## src/rtl/uhc_irq_pkg.sv

```systemverilog
package uhc_irq_pkg;
  localparam int unsigned REG_W     = 16;
  localparam int unsigned BIT_XFER  = 0;
  localparam int unsigned BIT_ERR   = 1;
  localparam int unsigned BIT_RSM   = 2;
  localparam int unsigned BIT_FATAL = 4;
  localparam int unsigned BIT_HALT  = 5;

  // Bits cleared by writing one.
  localparam logic [REG_W-1:0] W1C_MASK = 16'h0017;
  // Bits held in the enable register.
  localparam logic [REG_W-1:0] IEN_MASK = 16'h001F;
  // Status bits that an enable bit can gate.
  localparam logic [REG_W-1:0] GATE_MASK = 16'h0007;
  localparam logic [REG_W-1:0] STS_RST  = 16'h0020;

  // Interrupt level from status and enable contents.
  function automatic logic irq_level(input logic [REG_W-1:0] sts,
                                     input logic [REG_W-1:0] ien);
    return (|(sts & ien & GATE_MASK)) | sts[BIT_FATAL];
  endfunction
endpackage

```

## src/rtl/uhc_evt_decode.sv

```systemverilog
module uhc_evt_decode
  import uhc_irq_pkg::*;
#(
  parameter int unsigned LEN_W = 11
) (
  input  logic             done_i,
  input  logic             ioc_i,
  input  logic             spd_en_i,
  input  logic [LEN_W-1:0] act_len_i,
  input  logic [LEN_W-1:0] max_len_i,
  input  logic             err_i,
  input  logic             resume_i,
  input  logic             gsusp_i,
  input  logic             fatal_i,
  output logic [REG_W-1:0] set_vec_o
);
  // A packet is short when fewer bytes arrived than the descriptor allows.
  function automatic logic is_short(input logic [LEN_W-1:0] act,
                                    input logic [LEN_W-1:0] lim);
    return act < lim;
  endfunction

  logic ev_ioc_hit;
  logic ev_short_hit;
  logic ev_rsm_hit;

  assign ev_ioc_hit   = (done_i | err_i) & ioc_i;
  assign ev_short_hit = done_i & spd_en_i & is_short(act_len_i, max_len_i);
  assign ev_rsm_hit   = resume_i & gsusp_i;

  always_comb begin
    set_vec_o            = '0;
    set_vec_o[BIT_XFER]  = ev_ioc_hit | ev_short_hit;
    set_vec_o[BIT_ERR]   = err_i;
    set_vec_o[BIT_RSM]   = ev_rsm_hit;
    set_vec_o[BIT_FATAL] = fatal_i;
  end
endmodule

```

## src/rtl/uhc_sts_reg.sv

```systemverilog
module uhc_sts_reg
  import uhc_irq_pkg::*;
(
  input  logic             clk,
  input  logic             rst_n,
  input  logic [REG_W-1:0] set_vec_i,
  input  logic             clr_stb_i,
  input  logic [REG_W-1:0] wr_data_i,
  input  logic             run_i,
  output logic [REG_W-1:0] sts_o
);
  logic unused_sts_in;
  assign unused_sts_in = ^{set_vec_i & ~W1C_MASK, wr_data_i & ~W1C_MASK};

  for (genvar b = 0; b < int'(REG_W); b++) begin : g_bit
    if (W1C_MASK[b]) begin : g_w1c
      logic q;
      logic clr_hit;
      assign clr_hit = clr_stb_i & wr_data_i[b];
      always_ff @(posedge clk or negedge rst_n) begin
        if (!rst_n)            q <= STS_RST[b];
        else if (set_vec_i[b]) q <= 1'b1;
        else if (clr_hit)      q <= 1'b0;
      end
      assign sts_o[b] = q;

      p_set_wins_r10: assert property (@(posedge clk) disable iff (!rst_n)
        set_vec_i[b] |=> sts_o[b]);
      p_w1c_clear_r2: assert property (@(posedge clk) disable iff (!rst_n)
        (clr_hit && !set_vec_i[b]) |=> !sts_o[b]);
      p_w1c_hold_r2: assert property (@(posedge clk) disable iff (!rst_n)
        (!clr_hit && !set_vec_i[b]) |=> $stable(sts_o[b]));
    end else if (b == int'(BIT_HALT)) begin : g_halt
      logic q;
      always_ff @(posedge clk or negedge rst_n) begin
        if (!rst_n) q <= STS_RST[b];
        else        q <= ~run_i;
      end
      assign sts_o[b] = q;

      p_halt_track_r11: assert property (@(posedge clk) disable iff (!rst_n)
        1'b1 |=> (sts_o[b] == !$past(run_i)));
    end else begin : g_rsvd
      assign sts_o[b] = 1'b0;
    end
  end
endmodule

```

## src/rtl/uhc_ien_reg.sv

```systemverilog
module uhc_ien_reg
  import uhc_irq_pkg::*;
(
  input  logic             clk,
  input  logic             rst_n,
  input  logic             wr_stb_i,
  input  logic [REG_W-1:0] wr_data_i,
  output logic [REG_W-1:0] ien_o
);
  logic unused_ien_in;
  assign unused_ien_in = ^(wr_data_i & ~IEN_MASK);

  for (genvar b = 0; b < int'(REG_W); b++) begin : g_bit
    if (IEN_MASK[b]) begin : g_rw
      logic q;
      always_ff @(posedge clk or negedge rst_n) begin
        if (!rst_n)        q <= 1'b0;
        else if (wr_stb_i) q <= wr_data_i[b];
      end
      assign ien_o[b] = q;
    end else begin : g_rsvd
      assign ien_o[b] = 1'b0;
    end
  end

  p_ien_write_r8: assert property (@(posedge clk) disable iff (!rst_n)
    wr_stb_i |=> (ien_o == ($past(wr_data_i) & IEN_MASK)));
endmodule

```

## src/rtl/uhc_irq_status.sv

```systemverilog
module uhc_irq_status
  import uhc_irq_pkg::*;
#(
  parameter int unsigned LEN_W = 11
) (
  input  logic             clk,
  input  logic             rst_n,
  input  logic             reg_addr,
  input  logic             reg_wr,
  input  logic [15:0]      reg_wdata,
  output logic [15:0]      reg_rdata,
  input  logic             run_en,
  input  logic             gsusp,
  input  logic             txn_done,
  input  logic             txn_ioc,
  input  logic             txn_spd_en,
  input  logic [LEN_W-1:0] txn_act_len,
  input  logic [LEN_W-1:0] txn_max_len,
  input  logic             txn_err,
  input  logic             resume_sig,
  input  logic             hc_proc_err,
  output logic             irq
);
  logic [REG_W-1:0] set_vec;
  logic [REG_W-1:0] sts_q;
  logic [REG_W-1:0] ien_q;
  logic             sts_wr;
  logic             ien_wr;

  assign sts_wr = reg_wr & ~reg_addr;
  assign ien_wr = reg_wr &  reg_addr;

  uhc_evt_decode #(.LEN_W(LEN_W)) u_decode (
    .done_i    (txn_done),
    .ioc_i     (txn_ioc),
    .spd_en_i  (txn_spd_en),
    .act_len_i (txn_act_len),
    .max_len_i (txn_max_len),
    .err_i     (txn_err),
    .resume_i  (resume_sig),
    .gsusp_i   (gsusp),
    .fatal_i   (hc_proc_err),
    .set_vec_o (set_vec)
  );

  uhc_sts_reg u_sts (
    .clk       (clk),
    .rst_n     (rst_n),
    .set_vec_i (set_vec),
    .clr_stb_i (sts_wr),
    .wr_data_i (reg_wdata),
    .run_i     (run_en),
    .sts_o     (sts_q)
  );

  uhc_ien_reg u_ien (
    .clk       (clk),
    .rst_n     (rst_n),
    .wr_stb_i  (ien_wr),
    .wr_data_i (reg_wdata),
    .ien_o     (ien_q)
  );

  assign irq       = irq_level(sts_q, ien_q);
  assign reg_rdata = reg_addr ? ien_q : sts_q;

  p_rsm_gate_r3: assert property (@(posedge clk) disable iff (!rst_n)
    $rose(sts_q[BIT_RSM]) |-> $past(resume_sig && gsusp));
  p_dual_set_r5: assert property (@(posedge clk) disable iff (!rst_n)
    (txn_err && txn_ioc) |=> (sts_q[BIT_ERR] && sts_q[BIT_XFER]));
  p_fatal_irq_r7: assert property (@(posedge clk) disable iff (!rst_n)
    sts_q[BIT_FATAL] |-> irq);
  p_irq_drop_r9: assert property (@(posedge clk) disable iff (!rst_n)
    $fell(irq) |-> $past(reg_wr));
endmodule

```

## config.mk

```make
export PLATFORM = sky130hd
export DESIGN_NAME = uhc_irq_status
export DESIGN_NICKNAME = d
export VERILOG_FILES = /design/src/rtl/uhc_irq_pkg.sv /design/src/rtl/uhc_evt_decode.sv /design/src/rtl/uhc_sts_reg.sv /design/src/rtl/uhc_ien_reg.sv /design/src/rtl/uhc_irq_status.sv
export SDC_FILE = /design/constraint.sdc
export NUM_CORES = 1
export LEC_CHECK = 0
export BUFFER_PORTS_ARGS = -buffer_cell sky130_fd_sc_hd__buf_2
export CORE_AREA = 4 4 56 58
export CTS_BUF_LIST = sky130_fd_sc_hd__clkbuf_4 sky130_fd_sc_hd__clkbuf_8
export DETAILED_ROUTE_END_ITERATION = 6
export DIE_AREA = 0 0 60 62
export PLACE_DENSITY = 0.84
export SLEW_MARGIN = 0
export SYNTH_ARGS = -nofsm -noshare
export SYNTH_HDL_FRONTEND = slang
export SYNTH_HIERARCHICAL = 1
export SYNTH_SLANG_ARGS = --single-unit
```

## constraint.sdc

```tcl
create_clock -name clk -period 1.5 [get_ports clk]
set_input_delay 0.15 -clock clk [delete_from_list [all_inputs] [get_ports clk]]
set_output_delay 0.15 -clock clk [all_outputs]
set_load 0.02 [all_outputs]
```

==> results by group, run 1 <==
Status
  • Status: finished, final reports clean

Global routing
  • Initial antenna violation count: 0
  • First-pass GRT wire length: 3060 um
  • Met2 usage: 18.4%
  • Largest net degree at the start of global routing: 12
  • Met3 GRT Util: roughly 4.1%
  • Grt met1 use: 11.9%
  • Busiest layer in global routing: met2
  • Tot GR Track Use: a little over a tenth
  • Via count of the first global-routing pass: 777
  • GR Overflow Total: 0

Timing
  • Clock Skew: 0 ps
  • TNS Setup: 0 ps
  • Final slew viol count: 0
  • Tcrit/Tclk final: slightly above 80%
  • Setup ws final: about 250 ps
  • F_max: 0.801 GHz
  • Final setup fails: 0
  • Unrepaired setup endpoints after global routing: false
  • Final min period: 1250 ps
  • Final Hold Viols: 0

Cells and area
  • Final Util: 48.3%
  • Nets: about 220
  • Share of cells above drive strength 1: 47.5%
  • Area grow syn2layout: 9.26%
  • Antenna Cells: 0

Floorplan
  • Top Ports: 67
  • FP Rows: 19
  • Starting Density: 44.2%
  • Die Ht: 62 um
  • Area of the die: 0.00372 mm^2
  • Core area: 0.00266 mm^2
  • Die Width: 60 um

Synth
  • Post-Syn Area: about 0.0012 mm^2
  • Mean Syn Cell Area: ~9.6 um^2
  • Ys Warns: 6
  • Post-Syn Instances: 123

Critical path
  • Worst path arrival time: 1100 ps
  • Critical path class: reg -> out
  • CP bufs+invs: 1
  • Slowest cell on crit path: dfrtp_1
  • Crit path max fanout: 3
  • Worst Path Required: 1350 ps
  • CP Capture Type: output pin
  • Crit-path cells: mux2_2 > buf_2
  • Crit path max-delay family: flip-flops
  • Largest stage delay, worst path: a little over 400 ps
  • CP startpoint kind: register

Clock network
  • # hold bufs at CTS: 2
  • Clk slew on worst S/H paths: 70 ps
  • Max Buffers Root-to-Sink: 2
  • Skew-Pair Late Insertion Delay: 260 ps
  • TritonCTS clock tree: built
  • Num CTS Buffers: 3
  • Root Driver: clkbuf_4
  • Clk sinks: 10
  • Post-CTS setup buffers: 0
  • Post_cts resized: 0
  • CTS H-tree lvls: 1

Route
  • DRT iter0 DRCs: 7
  • Routed WL per cell: a little over 10 um
  • WL final: 1910 um
  • Antenna Nets Post-Route: 0
  • Pre-antenna DRT Iters: 4
  • DRC: 0
  • DR vias: 817
  • Vias per inst: 4.32

Place
  • Placer Congestion: 0.713
  • Post-place setup slack: about 21 ps
  • Port Buffer Count: 45
  • DP HPWL: 1690 um

Hold path
  • Worst min path class: in -> reg

Power
  • Power per cell area: a little under 700 mW/mm^2
  • Total Power: 872 uW
  • Leakage: 0.000711 uW
  • Peak supply drop: 358 uV

Job
  • Max_cap viols: 0
routing by layer:
metal,vias to the layer above,part of all wire [%]
met5,-,0
met4,0,0.68
met1,346,39
li1,425,-
met2,44,45
met3,2,14
final cells by class:
cell class	instances	area, um^2
inverter	11	41.3
fill	270	1380
multi-input combinational	85	664
timing repair buffer	48	253
sequential	10	251
clock buffer	4	36.3
tap	31	38.8
per-stage QoR:
stage	cell area (um^2)	cells	hold slack, ps
global route	1280	189	63.1
finish	1280	189	69.0
global placement	1230	183	16.5
floorplan	1250	143	-146
CTS	1280	189	67.2
detailed placement	1230	183	18.7
sequential cells by signal, summed over array words and instances (netlist names):
signal / count
u_sts/g_bit.g_w1c.q: 4
u_sts/g_bit.g_halt.q: 1
u_ien/g_bit.g_rw.q: 5
layout by cell type, fill, tap and decap left out:
cell type,n
buf_2,45
conb_1,22
mux2_2,13
inv_1,11
ha_1,10
nand2_1,9
dfrtp_1,9
mux2_4,8
a21o_1,5
a21oi_1,4
clkbuf_4,3
dlygate4sd3_1,2
and2b_2,1
and2_2,1
a22oi_1,1
clkbuf_8,1
buf_4,1
and2_1,1
o21a_1,1
nand3_1,1
nand4_1,1
nor2_1,1
a2111oi_2,1
nand2b_1,1
a31oi_1,1
o21ai_0,1
nor3_1,1
a2bb2oi_1,1
dfstp_2,1
path summary, 6_finish.rpt:
kind                                              from                      end  slack, ps  cells past startpoint
worst max-delay path            u_sts/g_bit[4].g_w1c.q             reg_rdata[4]        250                      2
worst min-delay path                       hc_proc_err   u_sts/g_bit[4].g_w1c.q         70                      2
worst max register to register   u_ien/g_bit[2].g_rw.q    u_ien/g_bit[2].g_rw.q        720                      1
worst min register to register  u_sts/g_bit[0].g_w1c.q   u_sts/g_bit[0].g_w1c.q        510                      1
max in group asynchronous                        rst_n  u_sts/g_bit[5].g_halt.q        960                      2
min in group asynchronous                        rst_n    u_ien/g_bit[3].g_rw.q        290                      2
where the power goes:
| group | switching [uW] | total, uW | internal [uW] |
|---|---|---|---|
| Clock | 90.8 | 238 | 147 |
| Combinational | 156 | 315 | 159 |
| Sequential | 19.1 | 319 | 300 |
| Total | 266 | 872 | 606 |
Power figures use the tool's default switching activity.
==> run 2: changes to the inputs <==
--- a/config.mk
+++ b/config.mk
@@ -5,12 +5,13 @@
 export SDC_FILE = /design/constraint.sdc
 export NUM_CORES = 1
 export LEC_CHECK = 0
+export ABC_AREA = 1
 export BUFFER_PORTS_ARGS = -buffer_cell sky130_fd_sc_hd__buf_2
-export CORE_AREA = 4 4 56 58
+export CORE_AREA = 4 4 61 63
 export CTS_BUF_LIST = sky130_fd_sc_hd__clkbuf_4 sky130_fd_sc_hd__clkbuf_8
 export DETAILED_ROUTE_END_ITERATION = 6
-export DIE_AREA = 0 0 60 62
-export PLACE_DENSITY = 0.84
+export DIE_AREA = 0 0 65 67
+export PLACE_DENSITY = 0.77
 export SLEW_MARGIN = 0
 export SYNTH_ARGS = -nofsm -noshare
 export SYNTH_HDL_FRONTEND = slang
==> constraint.sdc (replaced) <==
create_clock -name clk -period 1.1 [get_ports clk]
set_input_delay 0.11 -clock clk [delete_from_list [all_inputs] [get_ports clk]]
set_output_delay 0.11 -clock clk [all_outputs]
set_load 0.02 [all_outputs]
==> results by group, run 2 <==
Floorplan
  • Die Width: 65 um (was 60 um)
  • Die Ht: 67 um (was 62 um)
  • Area of the die: 0.00436 mm^2 (was 0.00372 mm^2)
  • Core area: 0.00323 mm^2 (was 0.00266 mm^2)
  • Top Ports: 67 (unchanged)
  • Starting Density: 38.0% (was 44.2%)
  • FP Rows: 21 (was 19)

Route
  • Antenna Nets Post-Route: 0 (unchanged)
  • Vias per inst: 3.69 (was 4.32)
  • Pre-antenna DRT Iters: 3 (was 4)
  • WL final: 2070 um (was 1910 um)
  • DR vias: 1045 (was 817)
  • DRT iter0 DRCs: 13 (was 7)
  • Routed WL per cell: 7.32 um (was 10.1 um)
  • DRC: 0 (unchanged)

Cells and area
  • Biggest register: u_ien/g_bit.g_rw.q (unchanged)
  • Largest registers: u_ien/g_bit.g_rw.q: 5 flops, u_sts/g_bit.g_w1c.q: 4 flops, u_sts/g_bit.g_halt.q: 1 flops (unchanged)
  • Share of cells above drive strength 1: 25.3% (was 47.5%)
  • Antenna Cells: 0 (unchanged)
  • Max reg flops: 5 (unchanged)
  • Final Util: 43.4% (was 48.3%)
  • Commonest non-fill, non-tap cell in the layout: nand2_1 (was buf_2)
  • Most frequent cells in the layout: 67 x nand2_1, 43 x inv_1, 41 x buf_2 (was 45 x buf_2, 22 x conb_1, 13 x mux2_2)
  • Area grow syn2layout: 14.4% (was 9.26%)
  • Nets: 298 (was 219)

Clock network
  • Clk sinks: 10 (unchanged)
  • Num CTS Buffers: 3 (unchanged)
  • Root Driver: clkbuf_4 (unchanged)
  • Clk slew on worst S/H paths: 60 ps (was 70 ps)
  • Max Buffers Root-to-Sink: 2 (unchanged)
  • TritonCTS clock tree: built (unchanged)
  • CTS H-tree lvls: 1 (unchanged)
  • Skew-Pair Late Insertion Delay: 250 ps (was 260 ps)

Timing
  • Final Hold Viols: 0 (unchanged)
  • Unrepaired setup endpoints after global routing: true (was false)
  • Setup ws final: -61.7 ps (was 252 ps)
  • F_max: ~0.86 GHz
  • Final setup fails: 1 (was 0)
  • Tcrit/Tclk final: 106%
  • Slew Limit Headroom: 55.8%
  • Final slew viol count: 0 (unchanged)
  • Clock Skew: 0 ps (unchanged)
  • Final min period: about 1200 ps
  • Worst slew pin tran: approximately 660 ps
  • TNS Setup: -61.7 ps (was 0 ps)

Power
  • Peak supply drop: 244 uV (was 358 uV)
  • Leakage: 0.000898 uW (was 0.000711 uW)
  • Power per cell area: 805 mW/mm^2 (was 679 mW/mm^2)

Critical path
  • Worst Path Required: 990 ps (was 1350 ps)
  • CP Capture Type: output pin (unchanged)
  • Crit path max fanout: 1 (was 3)
  • Critical path class: reg -> out (unchanged)
  • Worst path arrival time: 1050 ps (was 1100 ps)
  • CP startpoint kind: register (unchanged)

Status
  • Status: finished, violations left (was finished, final reports clean)
  • Failing checks: setup timing

Global routing
  • Largest net degree at the start of global routing: 19 (was 12)
  • Busiest layer in global routing: met2 (unchanged)
  • GR Overflow Total: 0 (unchanged)
  • Tot GR Track Use: 10.2% (was 10.9%)
  • Met3 GRT Util: 2.53% (was 4.13%)
  • Grt met1 use: 12.0% (was 11.9%)
  • Met2 usage: 17.5% (was 18.4%)
  • Via count of the first global-routing pass: 863 (was 777)
  • First-pass GRT wire length: 3510 um (was 3060 um)
  • Initial antenna violation count: 0 (unchanged)

Synth
  • Post-Syn Instances: 200 (was 123)
  • Mean Syn Cell Area: 6.14 um^2 (was 9.56 um^2)
  • Post-Syn Area: 0.00123 mm^2 (was 0.00118 mm^2)
  • Ys Warns: 6 (unchanged)

Place
  • DP HPWL: 1890 um (was 1690 um)
  • Placer Congestion: 0.779 (was 0.713)
  • Port Buffer Count: 45 (unchanged)

Job
  • Max_cap viols: 0 (unchanged)

Hold path
  • Worst min path class: in -> reg (unchanged)
-- run 2: changes by cell type in the layout (fill, tap and decap cells not counted), moves of 5 or more --
cell     delta
a21o_1      -5
mux2_2     -13
nand2_1    +58
o21ai_0    +15
buf_4       +5
mux2_4      -8
inv_1      +32
-- run 2: layout make-up --
| class | instances | area [um^2] |
|---|---|---|
| Sequential cell | 10 | 251 |
| Inverter | 46 | 173 |
| Tap cell | 46 | 57.6 |
| Timing Repair Buffer | 51 | 293 |
| Clock buffer | 4 | 30.0 |
| Fill cell | 375 | 1830 |
| Multi-Input combinational cell | 126 | 599 |
-- run 2: repair_timing --
| item | CTS | global route |
|---|---|---|
| hold buffers | 2 | 0 |
| gates resized for setup | 3 | 5 |
| endpoints found under the setup margin | 6 | 6 |
| pin swaps | 0 | 0 |
| buffers inserted | 1 | 2 |
| endpoints found under the hold margin | 11 | 0 |
-- run 2: through the flow --
| stage | hold WS, ps | cells | cell area, um^2 | setup WS (ps) | power, uW |
|---|---|---|---|---|---|
| 3_3_place_gp | -23.9 | 274 | 1310 | -39.6 | 825 |
| 3_5_place_dp | -18.8 | 274 | 1310 | -60.8 | 834 |
| 6_report | 43.2 | 283 | 1400 | -61.7 | 1130 |
| 4_1_cts | 38.1 | 281 | 1380 | -104 | 1130 |
| 2_1_floorplan | -186 | 220 | 1300 | 64.5 | 812 |
| 5_1_grt | 45.0 | 283 | 1400 | -103 | 1240 |
-- run 2: layer usage --
metal  vias to the layer above  share of wire, %
met5                         -                 0
met4                         0               1.5
met3                         2                11
met2                        47                42
met1                       391                45
li1                        605                 -
-- run 2: report_power, final --
| part | internal [uW] | switching, uW | total (uW) |
|---|---|---|---|
| Clock | 164 | 110 | 274 |
| Combinational | 178 | 249 | 427 |
| Sequential | 405 | 24.1 | 429 |
| Total | 747 | 382 | 1130 |
-- run 2: path summary, 6_finish.rpt --
kind | endpoint | slack (ps) | cells after the start | from
worst max-delay path | reg_rdata[5] | -60 | 3 | u_sts/g_bit[5].g_halt.q
worst min register to register | u_ien/g_bit[4].g_rw.q | 490 | 2 | u_ien/g_bit[4].g_rw.q
min in group asynchronous | u_sts/g_bit[2].g_w1c.q | 240 | 2 | rst_n
worst min-delay path | u_sts/g_bit[4].g_w1c.q | 40 | 3 | hc_proc_err
worst max register to register | u_sts/g_bit[2].g_w1c.q | 360 | 3 | u_sts/g_bit[2].g_w1c.q
max in group asynchronous | u_sts/g_bit[5].g_halt.q | 600 | 2 | rst_n
-- run 2: critical path: stages (launching register included) --
cell,delay (ps)
dfstp_2,520
inv_2,30
o21ai_2,120
buf_6,130
==> run 3: changes to the inputs <==
--- a/config.mk
+++ b/config.mk
@@ -5,12 +5,12 @@
 export SDC_FILE = /design/constraint.sdc
 export NUM_CORES = 1
 export LEC_CHECK = 0
-export ABC_AREA = 1
 export BUFFER_PORTS_ARGS = -buffer_cell sky130_fd_sc_hd__buf_2
-export CORE_AREA = 4 4 61 63
+export CORE_AREA = 4 4 60 62
 export CTS_BUF_LIST = sky130_fd_sc_hd__clkbuf_4 sky130_fd_sc_hd__clkbuf_8
+export CTS_CLUSTER_DIAMETER = 30
 export DETAILED_ROUTE_END_ITERATION = 6
-export DIE_AREA = 0 0 65 67
+export DIE_AREA = 0 0 64 66
 export PLACE_DENSITY = 0.77
 export SLEW_MARGIN = 0
 export SYNTH_ARGS = -nofsm -noshare
==> results by group, run 3 (synthesized netlist as in run 1, its figures left out) <==
Power
  • Leakage: 0.000779 uW (was 0.000898 uW)
  • Power per cell area: 855 mW/mm^2 (was 805 mW/mm^2)
  • Peak supply drop: 407 uV (was 244 uV)

Cells and area
  • Max reg flops: 5 (unchanged)
  • Nets: 223 (was 298)
  • Largest registers: u_ien/g_bit.g_rw.q: 5 flops, u_sts/g_bit.g_w1c.q: 4 flops, u_sts/g_bit.g_halt.q: 1 flops (unchanged)
  • Design Area, Final: 0.00151 mm^2 (was 0.00140 mm^2)
  • Biggest register: u_ien/g_bit.g_rw.q (unchanged)
  • Post-Layout Cell Count: 206 (was 283)
  • Most frequent cells in the layout: 36 x buf_2, 22 x conb_1, 14 x mux2_4 (was 67 x nand2_1, 43 x inv_1, 41 x buf_2)
  • Share of cells above drive strength 1: 57.4% (was 25.3%)
  • Fill count: 277 (was 375)
  • Area grow syn2layout: 28.7% (was 14.4%)
  • Antenna Cells: 0 (unchanged)
  • Commonest non-fill, non-tap cell in the layout: buf_2 (was nand2_1)

Place
  • Area after DPL: 0.00133 mm^2 (was 0.00131 mm^2)
  • Placer Congestion: 0.724 (was 0.779)
  • Placed insts: 197 (was 274)
  • Port Buffer Count: 45 (unchanged)
  • DP HPWL: 1780 um (was 1890 um)

Global routing
  • GR Overflow Total: 0 (unchanged)
  • Initial antenna violation count: 0 (unchanged)
  • Largest net degree at the start of global routing: 12 (was 19)
  • First-pass GRT wire length: 3450 um (was 3510 um)
  • Via count of the first global-routing pass: 863 (unchanged)
  • Tot GR Track Use: 10.5% (was 10.2%)

Route
  • DRT iter0 DRCs: 5 (was 13)
  • DR vias: 844 (was 1045)
  • Vias per inst: 4.10 (was 3.69)
  • Pre-antenna DRT Iters: 2 (was 3)
  • WL final: 2130 um (was 2070 um)
  • Routed WL per cell: 10.4 um (was 7.32 um)
  • DRC: 0 (unchanged)
  • Antenna Nets Post-Route: 0 (unchanged)

Timing
  • Unrepaired setup endpoints after global routing: true (unchanged)
  • Final min period: 1200 ps (was 1160 ps)
  • Final slew viol count: 0 (unchanged)
  • Setup ws final: -97.6 ps (was -61.7 ps)
  • Final Hold Viols: 0 (unchanged)
  • Tcrit/Tclk final: 109% (was 106%)
  • Final setup fails: 7 (was 1)
  • Clock Skew: 0 ps (unchanged)
  • F_max: 0.835 GHz (was 0.861 GHz)

Critical path
  • CP Capture Type: output pin (unchanged)
  • Worst path arrival time: 1090 ps (was 1050 ps)
  • Worst Path Required: 990 ps (about the same)
  • Critical path class: reg -> out (unchanged)
  • Crit path max fanout: 3 (was 1)
  • CP startpoint kind: register (unchanged)
  • Worst R2R Path Depth: 2 (was 3)

Clock network
  • CTS H-tree lvls: 1 (unchanged)
  • Root Driver: clkbuf_4 (unchanged)
  • Clk sinks: 10 (unchanged)
  • Skew-Pair Late Insertion Delay: 260 ps (was 250 ps)
  • Clk slew on worst S/H paths: 60 ps (about the same)
  • TritonCTS clock tree: built (unchanged)
  • Max Buffers Root-to-Sink: 2 (unchanged)
  • Num CTS Buffers: 3 (unchanged)

Hold path
  • Worst min path class: in -> reg (unchanged)
  • Worst Hold Depth: 2 (was 3)

Floorplan
  • Core area: 0.00303 mm^2 (was 0.00323 mm^2)
  • Top Ports: 67 (unchanged)
  • Die Ht: 66 um (was 67 um)
  • Area of the die: 0.00422 mm^2 (was 0.00436 mm^2)
  • Starting Density: 38.8% (was 38.0%)
  • Die Width: 64 um (was 65 um)
  • FP Rows: 20 (was 21)

Status
  • Status: finished, violations left (unchanged)
  • Failing checks: setup timing (unchanged)

Job
  • Max_cap viols: 0 (unchanged)
run 3: path summary, 6_finish.rpt:
kind / startpoint / slack, ps / to
worst max-delay path: u_sts/g_bit[0].g_w1c.q / -100 / reg_rdata[0]
worst min-delay path: hc_proc_err / 40 / u_sts/g_bit[4].g_w1c.q
worst max register to register: u_sts/g_bit[2].g_w1c.q / 290 / u_sts/g_bit[2].g_w1c.q
worst min register to register: u_sts/g_bit[1].g_w1c.q / 510 / u_sts/g_bit[1].g_w1c.q
max in group asynchronous: rst_n / 590 / u_sts/g_bit[5].g_halt.q
min in group asynchronous: rst_n / 250 / u_ien/g_bit[0].g_rw.q
run 3: through the flow:
stage,setup TNS [ps],hold WS [ps],worst slack [ps],util [%],power (uW)
after global placement,-297,-21.3,-297,44.0,896
after CTS,-569,33.6,-92.9,48.0,1270
final,-515,36.9,-97.6,50.0,1290
after global routing,-833,27.4,-133,50.0,1380
after floorplan,-67.4,-186,-67.4,-,881
after detailed placement,-315,-22.0,-315,44.0,907
run 3: timing repair:
action	4_1_cts	5_1_grt
resized for setup	19	9
buffers inserted	1	2
endpoints found under the setup margin	8	8
hold buffers	2	0
pin swaps	3	7
hold endpoints to repair	11	0
run 3: report_power, final:
part / total [uW] / switching (uW) / internal [uW] / leakage, uW
combinational: 569 / 257 / 312 / 0.000652
sequential: 439 / 29.7 / 409 / 0.000108
clock: 287 / 122 / 165 / 0.0000184
total: 1290 / 408 / 887 / 0.000779
run 3: cell type report:
| type | instances | area [um^2] | share of cell area (%) |
|---|---|---|---|
| inverter | 11 | 58.8 | 3.88 |
| timing repair buffer | 52 | 335 | 22.1 |
| sequential | 10 | 251 | 16.6 |
| clock buffer | 4 | 30.0 | 1.98 |
| multi-input combinational | 85 | 783 | 51.7 |
| tap | 44 | 55.1 | 3.64 |
run 3: critical path: stages (launching register included):
cell	delay [ps]
dfrtp_1	410
mux2_4	280
buf_6	130
run 3: per-layer routing:
metal | up-vias | part of all wire [%] | track usage (%)
li1 | 431 | - | -
met1 | 376 | 38 | 9.82
met2 | 34 | 52 | 20.3
met3 | 3 | 8.2 | 3.74
met4 | 0 | 1.3 | 4.85
met5 | - | 0 | 0
